### config.mk
export PLATFORM = sky130hd
export DESIGN_NAME = plaArray
export DESIGN_NICKNAME = d
export VERILOG_FILES = /design/src/rtl/plaPkg.sv /design/src/rtl/plaCtrl.sv /design/src/rtl/plaDatapath.sv /design/src/rtl/plaArray.sv
export SDC_FILE = /design/constraint.sdc
export NUM_CORES = 1
export LEC_CHECK = 0
export BUFFER_PORTS_ARGS = -buffer_cell sky130_fd_sc_hd__clkbuf_2
export CAP_MARGIN = 20
export CORE_MARGIN = 5
export CORE_UTILIZATION = 54
export DETAILED_ROUTE_END_ITERATION = 10
export GPL_TIMING_DRIVEN = 0
export HOLD_SLACK_MARGIN = 0.05
export PLACE_DENSITY_LB_ADDON = 0.2
export SLEW_MARGIN = 20
export SYNTH_ARGS = -nofsm -noshare
export SYNTH_HDL_FRONTEND = slang
export SYNTH_SLANG_ARGS = --single-unit
### constraint.sdc
create_clock -name clk -period 2.1 [get_ports clk]
set_clock_uncertainty 0.1 [all_clocks]
set_input_delay 0 -clock clk [delete_from_list [all_inputs] [get_ports clk]]
set_output_delay 0 -clock clk [all_outputs]
set_load 0.005 [all_outputs]
### src/rtl/plaPkg.sv
package plaPkg;

  typedef enum logic [1:0] {
    LIT_FREE  = 2'b00,
    LIT_TRUE  = 2'b01,
    LIT_COMP  = 2'b10,
    LIT_NEVER = 2'b11
  } litCode_e;

  typedef struct packed {
    logic writeTerm;
    logic palSel;
  } plaStrobe_t;

endpackage

### src/rtl/plaCtrl.sv
module plaCtrl
  import plaPkg::*;
#(
  parameter int NUM_TERM = 16,
  parameter int TERM_W   = $clog2(NUM_TERM)
) (
  input  logic              cfgWrEn,
  input  logic [TERM_W-1:0] cfgTerm,
  input  logic              palMode,
  output plaStrobe_t        strobe,
  output logic [NUM_TERM-1:0] termSel
);

  logic idxOk;

  always_comb begin
    idxOk = ({1'b0, cfgTerm} < (TERM_W+1)'(NUM_TERM));
    strobe.writeTerm = cfgWrEn && idxOk;
    strobe.palSel    = palMode;
  end

  for (genvar t = 0; t < NUM_TERM; t++) begin : g_sel
    assign termSel[t] = (cfgTerm == TERM_W'(t));
  end

endmodule

### src/rtl/plaDatapath.sv
module plaDatapath
  import plaPkg::*;
#(
  parameter int NUM_IN   = 8,
  parameter int NUM_FB   = 4,
  parameter int NUM_TERM = 16,
  parameter int NUM_OUT  = 8,
  localparam int NUM_SRC = NUM_IN + NUM_FB,
  localparam int LIT_W   = 2 * NUM_SRC,
  localparam int GROUP   = NUM_TERM / NUM_OUT
) (
  input  logic                clk,
  input  logic                rstN,
  input  plaStrobe_t          strobe,
  input  logic [NUM_TERM-1:0] termSel,
  input  logic [LIT_W-1:0]    cfgLits,
  input  logic [NUM_OUT-1:0]  cfgConn,
  input  logic [NUM_IN-1:0]   primIn,
  output logic [NUM_OUT-1:0]  outData,
  output logic [NUM_TERM-1:0] termHit,
  output logic [NUM_TERM-1:0][NUM_OUT-1:0] connView,
  output logic [NUM_FB-1:0]   fbView
);

  logic [NUM_TERM-1:0][LIT_W-1:0]   litQ;
  logic [NUM_TERM-1:0][NUM_OUT-1:0] connQ;
  logic [NUM_FB-1:0]                fbQ;
  logic [NUM_SRC-1:0]               srcVec;

  assign srcVec   = {fbQ, primIn};
  assign connView = connQ;
  assign fbView   = fbQ;

  // personality storage and term evaluation, one slice per term
  for (genvar t = 0; t < NUM_TERM; t++) begin : g_term
    always_ff @(posedge clk or negedge rstN) begin
      if (!rstN) begin
        litQ[t]  <= '0;
        connQ[t] <= '0;
      end else if (strobe.writeTerm && termSel[t]) begin
        litQ[t]  <= cfgLits;
        connQ[t] <= cfgConn;
      end
    end

    always_comb begin
      termHit[t] = 1'b1;
      for (int s = 0; s < NUM_SRC; s++) begin
        case (litCode_e'(litQ[t][2*s +: 2]))
          LIT_FREE:  termHit[t] = termHit[t];
          LIT_TRUE:  termHit[t] = termHit[t] & srcVec[s];
          LIT_COMP:  termHit[t] = termHit[t] & ~srcVec[s];
          LIT_NEVER: termHit[t] = 1'b0;
          default:   termHit[t] = 1'b0;
        endcase
      end
    end
  end

  // OR plane with optional group ownership
  for (genvar o = 0; o < NUM_OUT; o++) begin : g_out
    logic [NUM_TERM-1:0] useMask;
    always_comb begin
      for (int t = 0; t < NUM_TERM; t++) begin
        useMask[t] = connQ[t][o] & (!strobe.palSel || ((t / GROUP) == o));
      end
      outData[o] = |(termHit & useMask);
    end
  end

  // feedback register: low outputs return as sources next cycle
  always_ff @(posedge clk or negedge rstN) begin
    if (!rstN) fbQ <= '0;
    else       fbQ <= outData[NUM_FB-1:0];
  end

endmodule

### src/rtl/plaArray.sv
module plaArray
  import plaPkg::*;
#(
  parameter int NUM_IN   = 8,
  parameter int NUM_FB   = 4,
  parameter int NUM_TERM = 16,
  parameter int NUM_OUT  = 8,
  localparam int TERM_W  = $clog2(NUM_TERM),
  localparam int LIT_W   = 2 * (NUM_IN + NUM_FB)
) (
  input  logic              clk,
  input  logic              rstN,
  input  logic              palMode,
  input  logic              cfgWrEn,
  input  logic [TERM_W-1:0] cfgTerm,
  input  logic [LIT_W-1:0]  cfgLits,
  input  logic [NUM_OUT-1:0] cfgConn,
  input  logic [NUM_IN-1:0] primIn,
  output logic [NUM_OUT-1:0] outData
);

  plaStrobe_t                       strobe;
  logic [NUM_TERM-1:0]              termSel;
  logic [NUM_TERM-1:0]              termHit;
  logic [NUM_TERM-1:0][NUM_OUT-1:0] connView;
  logic [NUM_FB-1:0]                fbView;

  plaCtrl #(.NUM_TERM(NUM_TERM)) u_ctrl (
    .cfgWrEn (cfgWrEn),
    .cfgTerm (cfgTerm),
    .palMode (palMode),
    .strobe  (strobe),
    .termSel (termSel)
  );

  plaDatapath #(
    .NUM_IN(NUM_IN), .NUM_FB(NUM_FB), .NUM_TERM(NUM_TERM), .NUM_OUT(NUM_OUT)
  ) u_dp (
    .clk      (clk),
    .rstN     (rstN),
    .strobe   (strobe),
    .termSel  (termSel),
    .cfgLits  (cfgLits),
    .cfgConn  (cfgConn),
    .primIn   (primIn),
    .outData  (outData),
    .termHit  (termHit),
    .connView (connView),
    .fbView   (fbView)
  );

endmodule

==> results.yml, run 1 <==
critical_path:
  crit_path_end_kind: "primary output"
  crit_path_start_kind: "register"
  cp_data_required_time_ps: 2000
  cp.arrival_ps: 3130
  path_max_fanout: 2
  worstSetupPathType: "reg -> out"
cts:
  htree_num_levels: 2
  cts_buffers: 56
  clock_sinks: 516
  clk_path_buf_depth: 3
  cts_tree: "built"
  cts-root-buf: "clkbuf_16"
  clkTransAtPathRegs_ps: 60
  clock_latency_ps: 620
grt:
  grt_max_degree: 90
  overflow: 0
  grt_pass1_wl_um: 130700
  antenna_found_initial: 3
  grt_usage: 0.2973
  grt_pass1_vias: 22341
detailed_routing:
  wl_per_cell_um: 23.22
  drtPass1Iterations: 5
  ant_nets: 0
  drtIter0Drc: 1901
  drc_errors: 0
  vias_per_cell: 5.767
  wirelength_um: 85830
  dr_total_vias: 21314
sta:
  finalHoldViolations: 0
  min_period_over_period: 1.537
  tightest_slew_ps: 1139
  finalCriticalPeriod_ps: 3228
  finalWorstSetupSlack_ps: -1128
  final-max-slew-violation-count: 0
  finalSetupViolCount: 12
  fmax_mhz: 309.8
  fin_tns_setup_ps: -10450
  rsz0062_at_grt: "yes"
  max-slew-margin-rel: 0.2404
  timing.hold.ws_ps: 38.76
final_layout:
  fin_area_um2: 33930
  layout-drive-gt1-share: 0.2275
  nets: 3362
  syn_to_final_growth_pct: 18.82
  fillers: 3994
logic_synthesis:
  yosysSeqAreaShare: 0.4523
  synth-edff-count: 0
  synth_top_area_frac: 0.4523
  mappedNetlistArea_um2: 28550
  ys.flop_type: "dfrtp_1"
  yosys-top-cells-area: "dfrtp_1 45%, ha_1 15%, mux2_2 10%"
  synthCells: 2759
  syn-num-nets: 3159
  ys_ff_latch: 516
  synth_top_cell_by_area: "dfrtp_1"
  async_flop_share: 1.000
  ys_warn_count: 0
  avgSynthCellArea_um2: 10.35
  synth_cell_type_count: 44
outcome:
  status: "finished with violations"
  violations: "negative setup slack"
die:
  initial_core_util: 0.5444
  die_x_um: 239.9
  core_area_um2: 52450
  rows: 84
  ios: 56
  die_h_um: 239.9
  die-area_um2: 57570
run:
  maxCapViolCount: 0
placed_design:
  post-place-ws_ps: -1555
  io_buffer_count: 46
  gp_congestion: 0.8955
  placed_area_um2: 29930
  dp_hpwl_um: 60000
power:
  vdd_drop_max_uv: 739.2
  leakagePower_uw: 0.01623
  power-per-cell-area_nw_per_um2: 978.8
min_path:
  worstHoldPathType: "in -> reg"
## flip-flops by register name, indices dropped and copies added (netlist names)
register / count
u_dp.litQ: 384
u_dp.connView: 128
u_dp.fbView: 4
## power breakdown
group	total (µW)	internal (µW)	leakage (µW)	switching, µW
Clock	9990	5830	0.000897	4160
Sequential	13500	12300	0.00625	1230
Combinational	9710	4000	0.00909	5720
Total	33200	22100	0.0162	11100
## cell usage after synthesis (2+ instances only)
library cell and n:
dfrtp_1 516, inv_1 416, ha_1 352, nand2_1 268, mux2_2 264, o21ai_0 262, a21oi_1 178, xor2_1 176
clkbuf_1 99, nor4_1 39, nand4_1 24, nor2_1 20, a221oi_1 15, buf_1 15, buf_4 14, o22ai_1 12
nand3_1 10, buf_6 8, o32ai_1 6, a2111oi_0 5, o221ai_1 5, or4_1 5, buf_2 4, nand2b_1 4
o2bb2ai_1 4, or4_4 4, a211oi_1 3, a22oi_1 3, nand3b_1 3, nor3_1 3, nor3b_1 3, nor4_4 3
a22o_1 2, a2bb2o_1 2, and4_1 2, or3_1 2
## kinds of logic (layout without fill, tap and decap cells)
group	Yosys count	in the layout	synth area share
AO/OA/AOI/OAI	501	501	0.09453
XOR/XNOR	176	176	0.05399
adder cells (fa/ha/maj)	352	352	0.1543
buffers and inverters	556	803	0.07722
flip-flops	516	516	0.4523
multiplexers	265	265	0.1045
other	0	2	0
AND/OR/NAND/NOR	393	393	0.06324
## cell type report
cell class	instances	area, µm²	share of cell area
antenna	2	5.005	0.0001475
buffer	139	716.9	0.02113
clock buffer	88	1683	0.04961
clock inverter	14	152.6	0.004500
inverter	416	1562	0.04603
multi-input combinational	1687	14670	0.4325
sequential	516	12910	0.3806
tap	688	860.8	0.02537
timing repair buffer	146	1359	0.04005
## metrics by stage
step                      total power (µW)  std cells  utilization
after floorplan                      19080       2759            -
after global placement               21090       3493       0.5662
after detailed placement             21860       3502       0.5707
after CTS                            32970       3684       0.6397
after global routing                 35040       3694       0.6468
final                                33200       3696       0.6469
## worst paths after layout
kind                                     start           endpoint  slack (ps)  cells past startpoint
worst max-delay path            u_dp.litQ[296]         outData[7]       -1130                     11
worst min-delay path                cfgTerm[3]  u_dp.connView[96]          40                      4
worst max register to register  u_dp.fbView[3]     u_dp.fbView[0]        -610                     13
worst min register to register  u_dp.litQ[361]     u_dp.litQ[361]         400                      1
max in group asynchronous                 rstN     u_dp.litQ[165]         400                      6
min in group asynchronous                 rstN     u_dp.litQ[274]         460                      4
## routing by layer
metal / vias up / routed length (µm) / part of all wire / global-route usage
met1: 10792 / 33150 / 0.39 / 0.3745
met4: 2 / 4969 / 0.058 / 0.1511
met5: - / 14 / 0.00016 / 0
met2: 811 / 41270 / 0.48 / 0.4977
li1: 9468 / - / - / -
met3: 241 / 6434 / 0.075 / 0.05024
## cells in the final DEF (no fill, tap or decap), types with 21 or more instances in the layout
cell type	netlist	layout
mux2_2	264	264
clkbuf_16	0	58
clkbuf_1	99	111
dfrtp_1	516	516
a21oi_1	178	127
ha_1	352	337
nor4_4	3	24
nand4_1	24	24
clkbuf_2	0	45
nand2_1	268	267
o21ai_0	262	262
inv_1	416	395
a21oi_2	0	50
dlygate4sd3_1	0	38
inv_2	0	21
buf_4	14	46
xor2_1	176	165
## critical path, cell delays in order, from the launching register on
cell,delay [ps]
dfrtp_1,370
inv_2,60
ha_2,170
xor2_1,160
a21oi_1,90
or4_4,570
nor4_4,340
buf_4,180
a2bb2o_4,120
a221oi_2,30
nand4_1,240
buf_2,170
## what timing repair did
action                                  CTS  global route
gates cloned                              2             1
hold buffers                             39             0
pin swaps                                62            44
endpoints found under the setup margin   12            45
hold endpoints to repair                654             0
gates resized for setup                 203            62
setup buffers                            41            10
No activity file was read; power rests on OpenSTA's default activity.
==> run 2: changes to the inputs <==
--- a/config.mk
+++ b/config.mk
@@ -8,11 +8,11 @@
 export BUFFER_PORTS_ARGS = -buffer_cell sky130_fd_sc_hd__clkbuf_2
 export CAP_MARGIN = 20
 export CORE_MARGIN = 5
-export CORE_UTILIZATION = 54
+export CORE_UTILIZATION = 58
 export DETAILED_ROUTE_END_ITERATION = 10
 export GPL_TIMING_DRIVEN = 0
 export HOLD_SLACK_MARGIN = 0.05
-export PLACE_DENSITY_LB_ADDON = 0.2
+export PLACE_DENSITY = 0.81
 export SLEW_MARGIN = 20
 export SYNTH_ARGS = -nofsm -noshare
 export SYNTH_HDL_FRONTEND = slang
==> results.yml, run 2 (synthesized netlist as in run 1, its figures left out) <==
detailed_routing:
  drc_errors: 0
  vias_per_cell: 6.099
  wl_met1_um: 31080
  dr_wl_met2_um: 41550
  wl_per_cell_um: 23.98
  routed-wl-met3_um: 9110
  drtPass1Iterations: 8
  top_layer: "met5"
  drtIter0Drc: 2282
  wirelength_um: 88360
  dr_total_vias: 22470
  ant_nets: 0
cts:
  clock_sinks: 516
  cts_buffers: 55
  clkTransAtPathRegs_ps: 60
  clock_latency_ps: 630
  cts-root-buf: "clkbuf_16"
  cts_tree: "built"
  htree_num_levels: 2
  clk_path_buf_depth: 3
sta:
  min_period_over_period: 1.608
  finalSetupViolCount: 201
  tightest_slew_ps: 1183
  final-max-slew-violation-count: 0
  finalHoldViolations: 0
  finalCriticalPeriod_ps: 3377
  finalWorstSetupSlack_ps: -1277
  timing.hold.ws_ps: 134.6
  rsz0062_at_grt: "yes"
  fmax_mhz: 296.1
  max-slew-margin-rel: 0.2116
critical_path:
  path_max_fanout: 8
  crit_path_end_kind: "primary output"
  crit_path_start_kind: "register"
  worstSetupPathType: "reg -> out"
  cp_data_required_time_ps: 2000
  cp.arrival_ps: 3280
min_path:
  worstHoldPathType: "in -> reg"
die:
  rows: 81
  initial_core_util: 0.5845
  die_h_um: 231.9
  die_x_um: 231.9
  die-area_um2: 53760
  core_area_um2: 48850
  ios: 56
final_layout:
  largest_reg_flops: 384
  most-common-layout-cells: "516 x dfrtp_1, 401 x inv_1, 338 x ha_1"
  syn_to_final_growth_pct: 19.38
  regMostFlops: "u_dp.litQ"
  layout-drive-gt1-share: 0.2237
  fin_util: 0.6977
  fin_area_um2: 34080
  layout_commonest_cell: "dfrtp_1"
  nets: 3375
grt:
  grt_pass1_vias: 23754
  overflow: 0
  grt_usage: 0.3174
  grt_max_degree: 85
  grt_pass1_wl_um: 132300
  antenna_found_initial: 4
run:
  maxCapViolCount: 0
placed_design:
  io_buffer_count: 46
  dp_hpwl_um: 58330
  placed_area_um2: 29870
  gp_congestion: 0.9529
power:
  vdd_drop_max_uv: 793.7
  power-per-cell-area_nw_per_um2: 980.4
  leakagePower_uw: 0.01633
outcome:
  status: "finished with violations"
  violations: "negative setup slack"
-- run 2: per-stage QoR --
stage	setup TNS, ps	std cells	setup slack, ps	power, µW
6_report	-73920	3684	-1277	33420
5_1_grt	-112950	3681	-1248	35000
4_1_cts	-130650	3666	-1067	32730
3_5_place_dp	-70000	3476	-1375	21870
3_3_place_gp	-5469830	3469	-10610	20980
2_1_floorplan	-361.6	2759	-89.79	19080
-- run 2: power breakdown --
part	internal, µW	total (µW)	switching [µW]
Combinational	4060	10000	5960
Sequential	12300	13600	1300
Clock	5650	9820	4170
-- run 2: worst paths after layout --
path / from / to / slack [ps] / cells after the start
worst max register to register: u_dp.fbView[0] / u_dp.fbView[0] / -700 / 13
worst min-delay path: cfgTerm[3] / u_dp.connView[15] / 130 / 3
min in group asynchronous: rstN / u_dp.litQ[315] / 760 / 9
max in group asynchronous: rstN / u_dp.litQ[151] / -460 / 13
worst max-delay path: u_dp.fbView[0] / outData[7] / -1280 / 10
worst min register to register: u_dp.connView[44] / u_dp.connView[44] / 400 / 1
-- run 2: area by class of cell --
class / instances / area [µm²]
Buffer: 139 / 700.7
Tap cell: 664 / 830.8
Sequential cell: 516 / 12910
Clock inverter: 11 / 136.4
Multi-Input combinational cell: 1687 / 14630
Timing Repair Buffer: 160 / 1643
Antenna cell: 3 / 7.507
Fill cell: 3169 / 14770
Inverter: 416 / 1562
Clock buffer: 88 / 1662
-- run 2: critical path: stages (launching register included) --
cell       delay, ps
dfrtp_1          380
buf_8            160
clkbuf_16        170
xor2_1           190
a21oi_1          130
nor4_2           500
nand3_1          300
o221ai_1         330
a221oi_2          80
nand4_1          240
buf_2            180
-- run 2: routing by layer --
metal | track usage | vias to the layer above
li1 | - | 9494
met1 | 0.3633 | 11228
met2 | 0.5192 | 1336
met3 | 0.09342 | 410
met4 | 0.2081 | 2
met5 | 0 | -
-- run 2: what timing repair did --
| action | CTS | global route |
|---|---|---|
| pin swaps | 62 | 33 |
| gates cloned | 1 | 4 |
| setup endpoints to repair | 12 | 352 |
| hold buffers | 45 | 1 |
| resized for setup | 184 | 68 |
| buffers inserted | 46 | 12 |
| endpoints found under the hold margin | 356 | 116 |
